==> config.mk <==
export PLATFORM = sky130hd
export DESIGN_NAME = gate_seq
export DESIGN_NICKNAME = d
export VERILOG_FILES = /design/src/rtl/gsq_pkg.sv /design/src/rtl/gsq_uvlo.sv /design/src/rtl/gsq_leg.sv /design/src/rtl/gate_seq.sv
export SDC_FILE = /design/constraint.sdc
export NUM_CORES = 1
export LEC_CHECK = 0
export CAP_MARGIN = 0
export CORE_ASPECT_RATIO = 0.9
export CORE_MARGIN = 3
export CORE_UTILIZATION = 40
export DETAILED_ROUTE_END_ITERATION = 10
export GPL_TIMING_DRIVEN = 1
export SYNTH_ARGS = -nofsm -noshare
export SYNTH_HDL_FRONTEND = slang
export SYNTH_SLANG_ARGS = --single-unit
export TNS_END_PERCENT = 1
==> constraint.sdc <==
create_clock -name clk -period 6.23 [get_ports clk]
set_input_delay 1.5575 -clock clk [delete_from_list [all_inputs] [get_ports clk]]
set_output_delay 1.5575 -clock clk [all_outputs]
set_load 0.01 [all_outputs]
==> src/rtl/gsq_pkg.sv <==
package gsq_pkg;
    typedef enum logic [1:0] {
        ST_LOCK    = 2'd0,
        ST_REFRESH = 2'd1,
        ST_RUN     = 2'd2
    } seq_state_t;

    typedef enum logic [1:0] {
        TGT_NONE = 2'd0,
        TGT_HI   = 2'd1,
        TGT_LO   = 2'd2
    } leg_tgt_t;
endpackage

==> src/rtl/gsq_uvlo.sv <==
module gsq_uvlo #(
    parameter int SW = 8,
    parameter logic [SW-1:0] UV_LO = 8'd100,
    parameter logic [SW-1:0] UV_HI = 8'd110
) (
    input  logic          clk,
    input  logic          rst,
    input  logic [SW-1:0] sample,
    output logic          uv
);
    always_ff @(posedge clk) begin
        if (rst) begin
            uv <= 1'b1;
        end else if (uv && (sample > UV_HI)) begin
            uv <= 1'b0;
        end else if (!uv && (sample < UV_LO)) begin
            uv <= 1'b1;
        end
    end
endmodule

==> src/rtl/gsq_leg.sv <==
module gsq_leg
    import gsq_pkg::*;
#(
    parameter int DW = 8
) (
    input  logic          clk,
    input  logic          rst,
    input  logic          req_hi,
    input  logic          req_lo,
    input  logic [DW-1:0] hi_dly,
    input  logic [DW-1:0] lo_dly,
    output logic          hi_on,
    output logic          lo_on
);
    leg_tgt_t      tgt;
    leg_tgt_t      prev_tgt;
    logic [DW-1:0] cnt;
    logic          settled;

    always_comb begin
        if (req_hi)      tgt = TGT_HI;
        else if (req_lo) tgt = TGT_LO;
        else             tgt = TGT_NONE;
    end

    // request held for at least one edge and its dead time consumed
    assign settled = (tgt == prev_tgt) && (cnt == '0);

    always_ff @(posedge clk) begin
        if (rst) begin
            prev_tgt <= TGT_NONE;
            cnt      <= '0;
            hi_on    <= 1'b0;
            lo_on    <= 1'b0;
        end else begin
            prev_tgt <= tgt;
            if (tgt != prev_tgt) begin
                unique case (tgt)
                    TGT_HI:  cnt <= hi_dly;
                    TGT_LO:  cnt <= lo_dly;
                    default: cnt <= '0;
                endcase
            end else if (cnt != '0) begin
                cnt <= cnt - 1'b1;
            end
            hi_on <= (tgt == TGT_HI) && (hi_on || (settled && !lo_on));
            lo_on <= (tgt == TGT_LO) && (lo_on || (settled && !hi_on));
        end
    end
endmodule

==> src/rtl/gate_seq.sv <==
module gate_seq
    import gsq_pkg::*;
#(
    parameter int SW = 8,
    parameter int DW = 8,
    parameter logic [SW-1:0] UV_LO = 8'd100,
    parameter logic [SW-1:0] UV_HI = 8'd110,
    parameter int REFRESH_CYC = 100
) (
    input  logic          clk,
    input  logic          rst,
    input  logic          dir,
    input  logic          hi_en,
    input  logic          dis,
    input  logic [SW-1:0] vsup,
    input  logic [DW-1:0] up_dly,
    input  logic [DW-1:0] lo_dly,
    output logic          a_hi,
    output logic          a_lo,
    output logic          b_hi,
    output logic          b_lo
);
    localparam int NLEG = 2;
    localparam int RW   = $clog2(REFRESH_CYC + 1);
    localparam logic [RW-1:0] REF_LAST = RW'(REFRESH_CYC - 1);

    seq_state_t    state;
    seq_state_t    state_nxt;
    logic [RW-1:0] ref_cnt;
    logic          uv;
    logic          kill;
    logic          ref_done;
    logic [NLEG-1:0] req_hi;
    logic [NLEG-1:0] req_lo;
    logic [NLEG-1:0] on_hi;
    logic [NLEG-1:0] on_lo;

    gsq_uvlo #(.SW(SW), .UV_LO(UV_LO), .UV_HI(UV_HI)) uvlo_i (
        .clk    (clk),
        .rst    (rst),
        .sample (vsup),
        .uv     (uv)
    );

    assign kill     = dis | uv;
    assign ref_done = (ref_cnt == REF_LAST);

    // state register
    always_ff @(posedge clk) begin
        if (rst) state <= ST_LOCK;
        else     state <= state_nxt;
    end

    always_ff @(posedge clk) begin
        if (rst || (state != ST_REFRESH)) ref_cnt <= '0;
        else                              ref_cnt <= ref_cnt + 1'b1;
    end

    always_comb begin
        state_nxt = state;
        unique case (state)
            ST_LOCK:    if (!kill) state_nxt = ST_REFRESH;
            ST_REFRESH: begin
                if (kill)          state_nxt = ST_LOCK;
                else if (ref_done) state_nxt = ST_RUN;
            end
            ST_RUN:     if (kill) state_nxt = ST_LOCK;
            default:    state_nxt = ST_LOCK;
        endcase
    end

    // gate commands per state (index 0 = leg A, 1 = leg B)
    always_comb begin
        req_hi = '0;
        req_lo = '0;
        unique case (state)
            ST_LOCK: begin
                req_hi = '0;
                req_lo = '0;
            end
            ST_REFRESH: begin
                if (!kill) req_lo = '1;
            end
            ST_RUN: begin
                if (!kill) begin
                    req_hi[0] = hi_en & dir;
                    req_lo[0] = ~dir;
                    req_hi[1] = hi_en & ~dir;
                    req_lo[1] = dir;
                end
            end
            default: begin
                req_hi = '0;
                req_lo = '0;
            end
        endcase
    end

    for (genvar g = 0; g < NLEG; g++) begin : g_leg
        gsq_leg #(.DW(DW)) leg_i (
            .clk    (clk),
            .rst    (rst),
            .req_hi (req_hi[g]),
            .req_lo (req_lo[g]),
            .hi_dly (up_dly),
            .lo_dly (lo_dly),
            .hi_on  (on_hi[g]),
            .lo_on  (on_lo[g])
        );
    end

    assign a_hi = on_hi[0];
    assign a_lo = on_lo[0];
    assign b_hi = on_hi[1];
    assign b_lo = on_lo[1];
endmodule

==> qor.csv, run 1 <==
stage,metric,value,unit
cts,clock-sinks,34,
logic_synthesis,synth.ff_latch_count,34,
worst_setup_path,crit_path_max_incr_delay,0.93,ns
cts,ctsHoldBuffers,0,
sta,finalHoldViolations,0,
sta,skew,0.00727,ns
run_status,outcome,completed,
logic_synthesis,yosys.area.top_type_share,0.328,
die,coreArea,0.00492,mm2
logic_synthesis,syn_inst,242,
place,place.gp.congestion,0.841,
power_and_ir_drop,p_per_area,314,mW/mm2
worst_setup_path,r2r_end,g_leg[0].leg_i.cnt[6],
drt,drt-total-wl,4690,um
final_layout,final_util,0.512,
grt,grt_pass1_wl,7850,um
worst_setup_path,required,6.40,ns
power_and_ir_drop,leakagePower,0.000873,uW
cts,cts-root-buf,clkbuf_8,
worst_setup_path,crit_chain,clkdlybuf4s50_1 -> clkinv_1 -> nand3_1 -> a21oi_1 -> nand2_1 -> o21ai_1,
sta,drv_slew,0,
sta,fin_crit,3.52,ns
logic_synthesis,synth_area_leaders,"dfxtp_1, nand2_1, ha_1",
cts,cts_buffers,5,
logic_synthesis,synth.avg_cell_area,8.57,um2
final_layout,regArea,681,um2
cts,cts_tree,yes,
worst_setup_path,crit_path_end_kind,flip-flop,
grt,grt_overflow_total,0,
logic_synthesis,synth_top_area_cell,dfxtp_1,
die,die_h,74.3,um
place,hpwl,3560,um
logic_synthesis,synthTopCellsByCount,"dfxtp_1, nand2_1, nor2_1, a21oi_1, nand3_1",
worst_setup_path,crit_buf_inv,2,
drt,viasPerCell,5.40,
drt,post-route-drc-count,0,
logic_synthesis,synth_edf_count,0,
grt,first_global_vias,1717,
cts,path_clk_slew,0.08,ns
die,start_util,0.421,
logic_synthesis,async_flop_share,0,
place,io_buffers,32,
sta,finalSetupViolCount,0,
cts,cts.htree.levels,2,
final_layout,diodes,0,
power_and_ir_drop,ir_drop,0.000212,V
drt,routedWlPerCell,14.0,um
sta,hold_slack,0.444,ns
drt,drt_pass1_iterations,4,
worst_setup_path,rr_worst_depth,6,
drt,antenna_left,0,
logic_synthesis,synth.cell_area,0.00207,mm2
grt,grt_max_degree,20,
sta,tns,0,ns
final_layout,multi_input_area,0.00129,mm2
final_layout,area_growth,21.6,%
logic_synthesis,ys_warn_count,0,
min_path,min_path_cells,1,
logic_synthesis,synth_nets,277,
cts,clk_latency,0.29,ns
cts,ctsLongestPathBuffers,2,
worst_setup_path,critical_path_class,in -> reg,
flow_run,drv_cap,0,
worst_setup_path,rrSetupSlack,3.73,ns
grt,grt_use_total,0.167,
worst_setup_path,critPathLaunchType,input pin,
cts,cts.repair.resized,0,
sta,tightest_slew,0.879,ns
min_path,min-delay-start,ref_cnt[0],
logic_synthesis,synthFlopType,dfxtp_1,
min_path,whs_endpoint,ref_cnt[0],
power_and_ir_drop,finalPower,791,uW
sta,fin_crit_sh,0.565,
final_layout,drive_above_1_share,0.0738,
logic_synthesis,synth.distinct_cells,59,
die,die_area,0.00608,mm2
sta,maxSlewHeadroom,0.408,
logic_synthesis,ys_seq_area_frac,0.328,
grt,grt_antenna_before_repair,0,
drt,via_count,1816,
cts,cts_setup_buffers,0,
final_layout,fillerInstances,484,
worst_setup_path,rr_startpoint,state[0],
worst_setup_path,crit_slowest_cell,clkdlybuf4s50_1,
final_layout,fin_nets,305,
drt,drtIter0Drc,78,
sta,max_freq,284,MHz
worst_setup_path,crit_fanout,19,
min_path,hold_class,reg -> reg,
sta,rsz0062_at_grt,no,
die,die_w,81.9,um
logic_synthesis,yosysMostFrequentCell,dfxtp_1,
die,rows,24,
worst_setup_path,arrival,3.69,ns
worst_setup_path,cpLargestDelayFamily,buffers and inverters,
die,boundaryPins,33,
-- layout make-up --
type	count	share of cell area
well taps	65	0.0323
clock buffers	5	0.0273
flip-flops and latches	34	0.270
clock inverters	3	0.0179
repair buffers	32	0.127
multi-input cells	189	0.514
inverters	8	0.0119
-- metal layers --
metal,GRT usage,share of wire,vias up
met2,0.257,0.44,29
met5,0,0,-
met1,0.232,0.51,829
met3,0.0387,0.041,5
met4,0.0572,0.011,0
li1,-,-,953
-- sequential cells by signal, summed over array words and instances (netlist names) --
signal / flops
g_leg.leg_i.cnt: 16
g_leg.leg_i.hi_on: 2
ref_cnt: 7
g_leg.leg_i.lo_on: 2
g_leg.leg_i.prev_tgt: 4
uvlo_i.uv: 1
state: 2
-- stage by stage --
| stage | setup WS, ns | area, um2 | std cells |
|---|---|---|---|
| after floorplan | 3.22 | 2070 | 242 |
| after global placement | 2.44 | 2410 | 328 |
| after detailed placement | 2.43 | 2410 | 328 |
| after CTS | 2.73 | 2520 | 336 |
| after global routing | 2.52 | 2520 | 336 |
| final | 2.71 | 2520 | 336 |
-- report_power, final --
group / switching, uW / internal, uW / total [uW] / leakage [uW]
clock: 86.6 / 119 / 206 / 0.0000504
sequential: 41.0 / 256 / 297 / 0.000277
combinational: 150 / 139 / 289 / 0.000545
total: 278 / 513 / 791 / 0.000873
-- logic make-up (layout without fill, tap and decap cells) --
kind of cell / after synthesis / in the layout / share of synthesized area
compound gates: 67 / 67 / 0.241
xor+xnor: 16 / 16 / 0.0839
fa+ha+maj: 6 / 6 / 0.0362
buf+inv: 19 / 48 / 0.0471
flops: 34 / 34 / 0.328
mux: 5 / 5 / 0.0272
simple gates: 95 / 95 / 0.237
-- worst max-delay path by stage --
stage / startpoint / endpoint / slack [ns] / cells after the start
after floorplan: dis / g_leg[1].leg_i.cnt[1] / 3.22 / 7
after global placement: rst / g_leg[0].leg_i.lo_on / 2.44 / 6
after detailed placement: rst / g_leg[0].leg_i.lo_on / 2.43 / 6
after CTS: rst / g_leg[0].leg_i.lo_on / 2.73 / 6
after global routing: rst / g_leg[0].leg_i.lo_on / 2.52 / 6
final: rst / g_leg[0].leg_i.lo_on / 2.71 / 6
-- placed cells by master, fill, tap and decap left out, drive strengths merged, types with 2 or more instances in the layout --
master         count
a2111oi            2
a211oi             6
a21boi             2
a21oi             11
a311oi             2
a31oi              2
a32o               5
a32oi              2
and2               4
and3               3
clkbuf             5
clkdlybuf4s50     32
clkinvlp           2
dfxtp             34
ha                 6
inv                7
mux2               2
mux2i              3
nand2             30
nand2b             3
nand3             11
nand3b             2
nor2              20
nor2b              3
nor3               7
nor4               2
nor4b              3
o2111ai            6
o211ai             3
o21a               2
o21ai             11
o2bb2ai            6
o31ai              3
xnor2              7
xor2               9
Power figures use the tool's default switching activity.
==> run 2: changes to the inputs <==
==> constraint.sdc (replaced) <==
create_clock -name clk -period 3.5 [get_ports clk]
set_input_delay 0.875 -clock clk [delete_from_list [all_inputs] [get_ports clk]]
set_output_delay 0.875 -clock clk [all_outputs]
set_load 0.01 [all_outputs]
==> qor.csv, run 2 (synthesis results as in run 1) <==
stage,metric,value,unit,change
final_layout,final_common_cell,dfxtp_1,,unchanged
final_layout,drive_above_1_share,0.0839,,was 0.0738
grt,grt_pass1_wl,8000,um,was 7850 um
worst_setup_path,crit_path_end_kind,flip-flop,,unchanged
cts,cts.repair.resized,0,,unchanged
drt,via_count,1781,,was 1816
die,rows,24,,unchanged
power_and_ir_drop,pwr-share-comb,0.381,,was 0.365
cts,clock-sinks,34,,unchanged
cts,cts_buffers,5,,unchanged
run_status,outcome,completed,,unchanged
final_layout,fin_nets,308,,was 305
cts,cts-root-buf,clkbuf_8,,unchanged
drt,drt-total-wl,4720,um,was 4690 um
drt,drt_pass1_iterations,4,,unchanged
place,place.gp.congestion,0.807,,was 0.841
power_and_ir_drop,internal_power,861,uW,was 513 uW
flow_run,drv_cap,0,,unchanged
die,die_h,74.3,um,unchanged
sta,finalHoldViolations,0,,unchanged
sta,fin_crit_sh,0.763,,
place,dpl_worst_slack,0.538,ns,was 2.43 ns
die,boundaryPins,33,,unchanged
sta,fin_crit,2.67,ns,
sta,rsz0062_at_grt,no,,unchanged
final_layout,final_cell_mix,"dfxtp_1, clkdlybuf4s50_1, nand2_1",,unchanged
sta,finalSetupViolCount,0,,unchanged
sta,maxSlewHeadroom,0.458,,was 0.408
min_path,hold_class,reg -> reg,,unchanged
grt,grt_antenna_before_repair,0,,unchanged
die,die_w,81.9,um,unchanged
min_path,min_path_cells,1,,unchanged
cts,ctsHoldBuffers,0,,unchanged
power_and_ir_drop,switching_share,0.362,,was 0.351
place,hpwl,3560,um,about the same
worst_setup_path,rrSetupSlack,1.20,ns,was 3.73 ns
power_and_ir_drop,seqPwrFrac,0.393,,was 0.375
worst_setup_path,r2r_end,g_leg[1].leg_i.cnt[1],,was g_leg[0].leg_i.cnt[6]
place,io_buffers,32,,unchanged
die,start_util,0.421,,unchanged
cts,clk_latency,0.29,ns,about the same
final_layout,fillerInstances,493,,was 484
final_layout,final_util,0.513,,was 0.512
sta,tightest_slew,0.805,ns,was 0.879 ns
final_layout,diodes,0,,unchanged
grt,grt_overflow_total,0,,unchanged
power_and_ir_drop,p_switching,489,uW,was 278 uW
power_and_ir_drop,ir_drop,0.000326,V,was 0.000212 V
cts,cts_setup_buffers,0,,unchanged
die,die_area,0.00608,mm2,unchanged
worst_setup_path,rr_startpoint,state[0],,unchanged
drt,drtIter0Drc,95,,was 78
worst_setup_path,critical_path_class,in -> reg,,unchanged
sta,fin_ws,0.831,ns,was 2.71 ns
power_and_ir_drop,leakagePower,0.000885,uW,was 0.000873 uW
sta,tns,0,ns,unchanged
sta,max_freq,375,MHz,
power_and_ir_drop,clockPowerShare,0.226,,was 0.260
worst_setup_path,crit_fanout,10,,was 19
drt,viasPerCell,5.25,,was 5.40
cts,ctsLongestPathBuffers,2,,unchanged
power_and_ir_drop,p_per_area,535,mW/mm2,was 314 mW/mm2
drt,antenna_left,0,,unchanged
final_layout,largest_reg_flops,16,,unchanged
final_layout,top_regs,"g_leg.leg_i.cnt: 16 flops, ref_cnt: 7 flops, g_leg.leg_i.prev_tgt: 4 flops",,unchanged
worst_setup_path,rr_worst_depth,7,,was 6
die,coreArea,0.00492,mm2,unchanged
drt,routedWlPerCell,13.9,um,was 14.0 um
min_path,whs_endpoint,ref_cnt[0],,unchanged
worst_setup_path,arrival,2.85,ns,was 3.69 ns
final_layout,area_growth,21.8,%,was 21.6%
worst_setup_path,critPathLaunchType,input pin,,unchanged
grt,first_global_vias,1657,,was 1717
cts,cts.htree.levels,2,,unchanged
cts,cts_tree,yes,,unchanged
grt,grt_use_total,0.173,,was 0.167
grt,grt_max_degree,20,,unchanged
drt,post-route-drc-count,0,,unchanged
cts,path_clk_slew,0.07,ns,was 0.08 ns
sta,drv_slew,0,,unchanged
min_path,min-delay-start,ref_cnt[0],,unchanged
worst_setup_path,required,3.68,ns,was 6.40 ns
final_layout,regMostFlops,g_leg.leg_i.cnt,,unchanged
sta,skew,0.00356,ns,was 0.00727 ns
run 2: worst max-delay path by stage:
stage / start / end / slack (ns) / cells after the start
after floorplan: dis / g_leg[1].leg_i.cnt[1] / 1.17 / 7
after global placement: dis / g_leg[1].leg_i.cnt[1] / 0.57 / 6
after detailed placement: dis / g_leg[1].leg_i.cnt[1] / 0.54 / 6
after CTS: dis / g_leg[1].leg_i.cnt[1] / 0.84 / 6
after global routing: dis / g_leg[0].leg_i.cnt[4] / 0.71 / 5
final: dis / g_leg[1].leg_i.cnt[1] / 0.83 / 6
run 2: final cells by class:
type / count / area (um2) / share of cell area
clock inverters: 2 / 12.5 / 0.00496
inverters: 8 / 30.0 / 0.0119
repair buffers: 35 / 343 / 0.136
multi-input cells: 189 / 1290 / 0.513
well taps: 65 / 81.3 / 0.0322
flip-flops and latches: 34 / 681 / 0.270
clock buffers: 6 / 82.6 / 0.0327
run 2: per-layer routing:
layer / vias to the layer above / GRT usage / routed length, um / part of all wire
met5: - / 0 / 0 / 0
met4: 0 / 0.0498 / 79 / 0.017
met3: 10 / 0.0557 / 150 / 0.032
met2: 30 / 0.253 / 2010 / 0.43
met1: 781 / 0.243 / 2480 / 0.52
li1: 960 / - / - / -
run 2: metrics by stage:
step	instance area (um2)	total power (uW)	cells	hold WS, ns
2_1_floorplan	2070	924	242	0.413
3_3_place_gp	2430	1050	331	0.427
3_5_place_dp	2430	1050	331	0.432
4_1_cts	2520	1360	339	0.444
5_1_grt	2520	1460	339	0.474
6_report	2520	1350	339	0.438
run 2: worst max-delay path, cell delays in order:
cell and delay (ns):
clkdlybuf4s50_1 0.43, and4bb_4 0.38, and2b_1 0.39, xnor2_4 0.22, and2_4 0.26, mux2_4 0.30
run 2: power groups by stage:
stage	Combinational, uW	Clock, uW	Sequential [uW]
2_1_floorplan	405	0	519
5_1_grt	586	333	544
3_3_place_gp	510	0	538
3_5_place_dp	512	0	537
6_report	515	305	530
4_1_cts	517	312	529
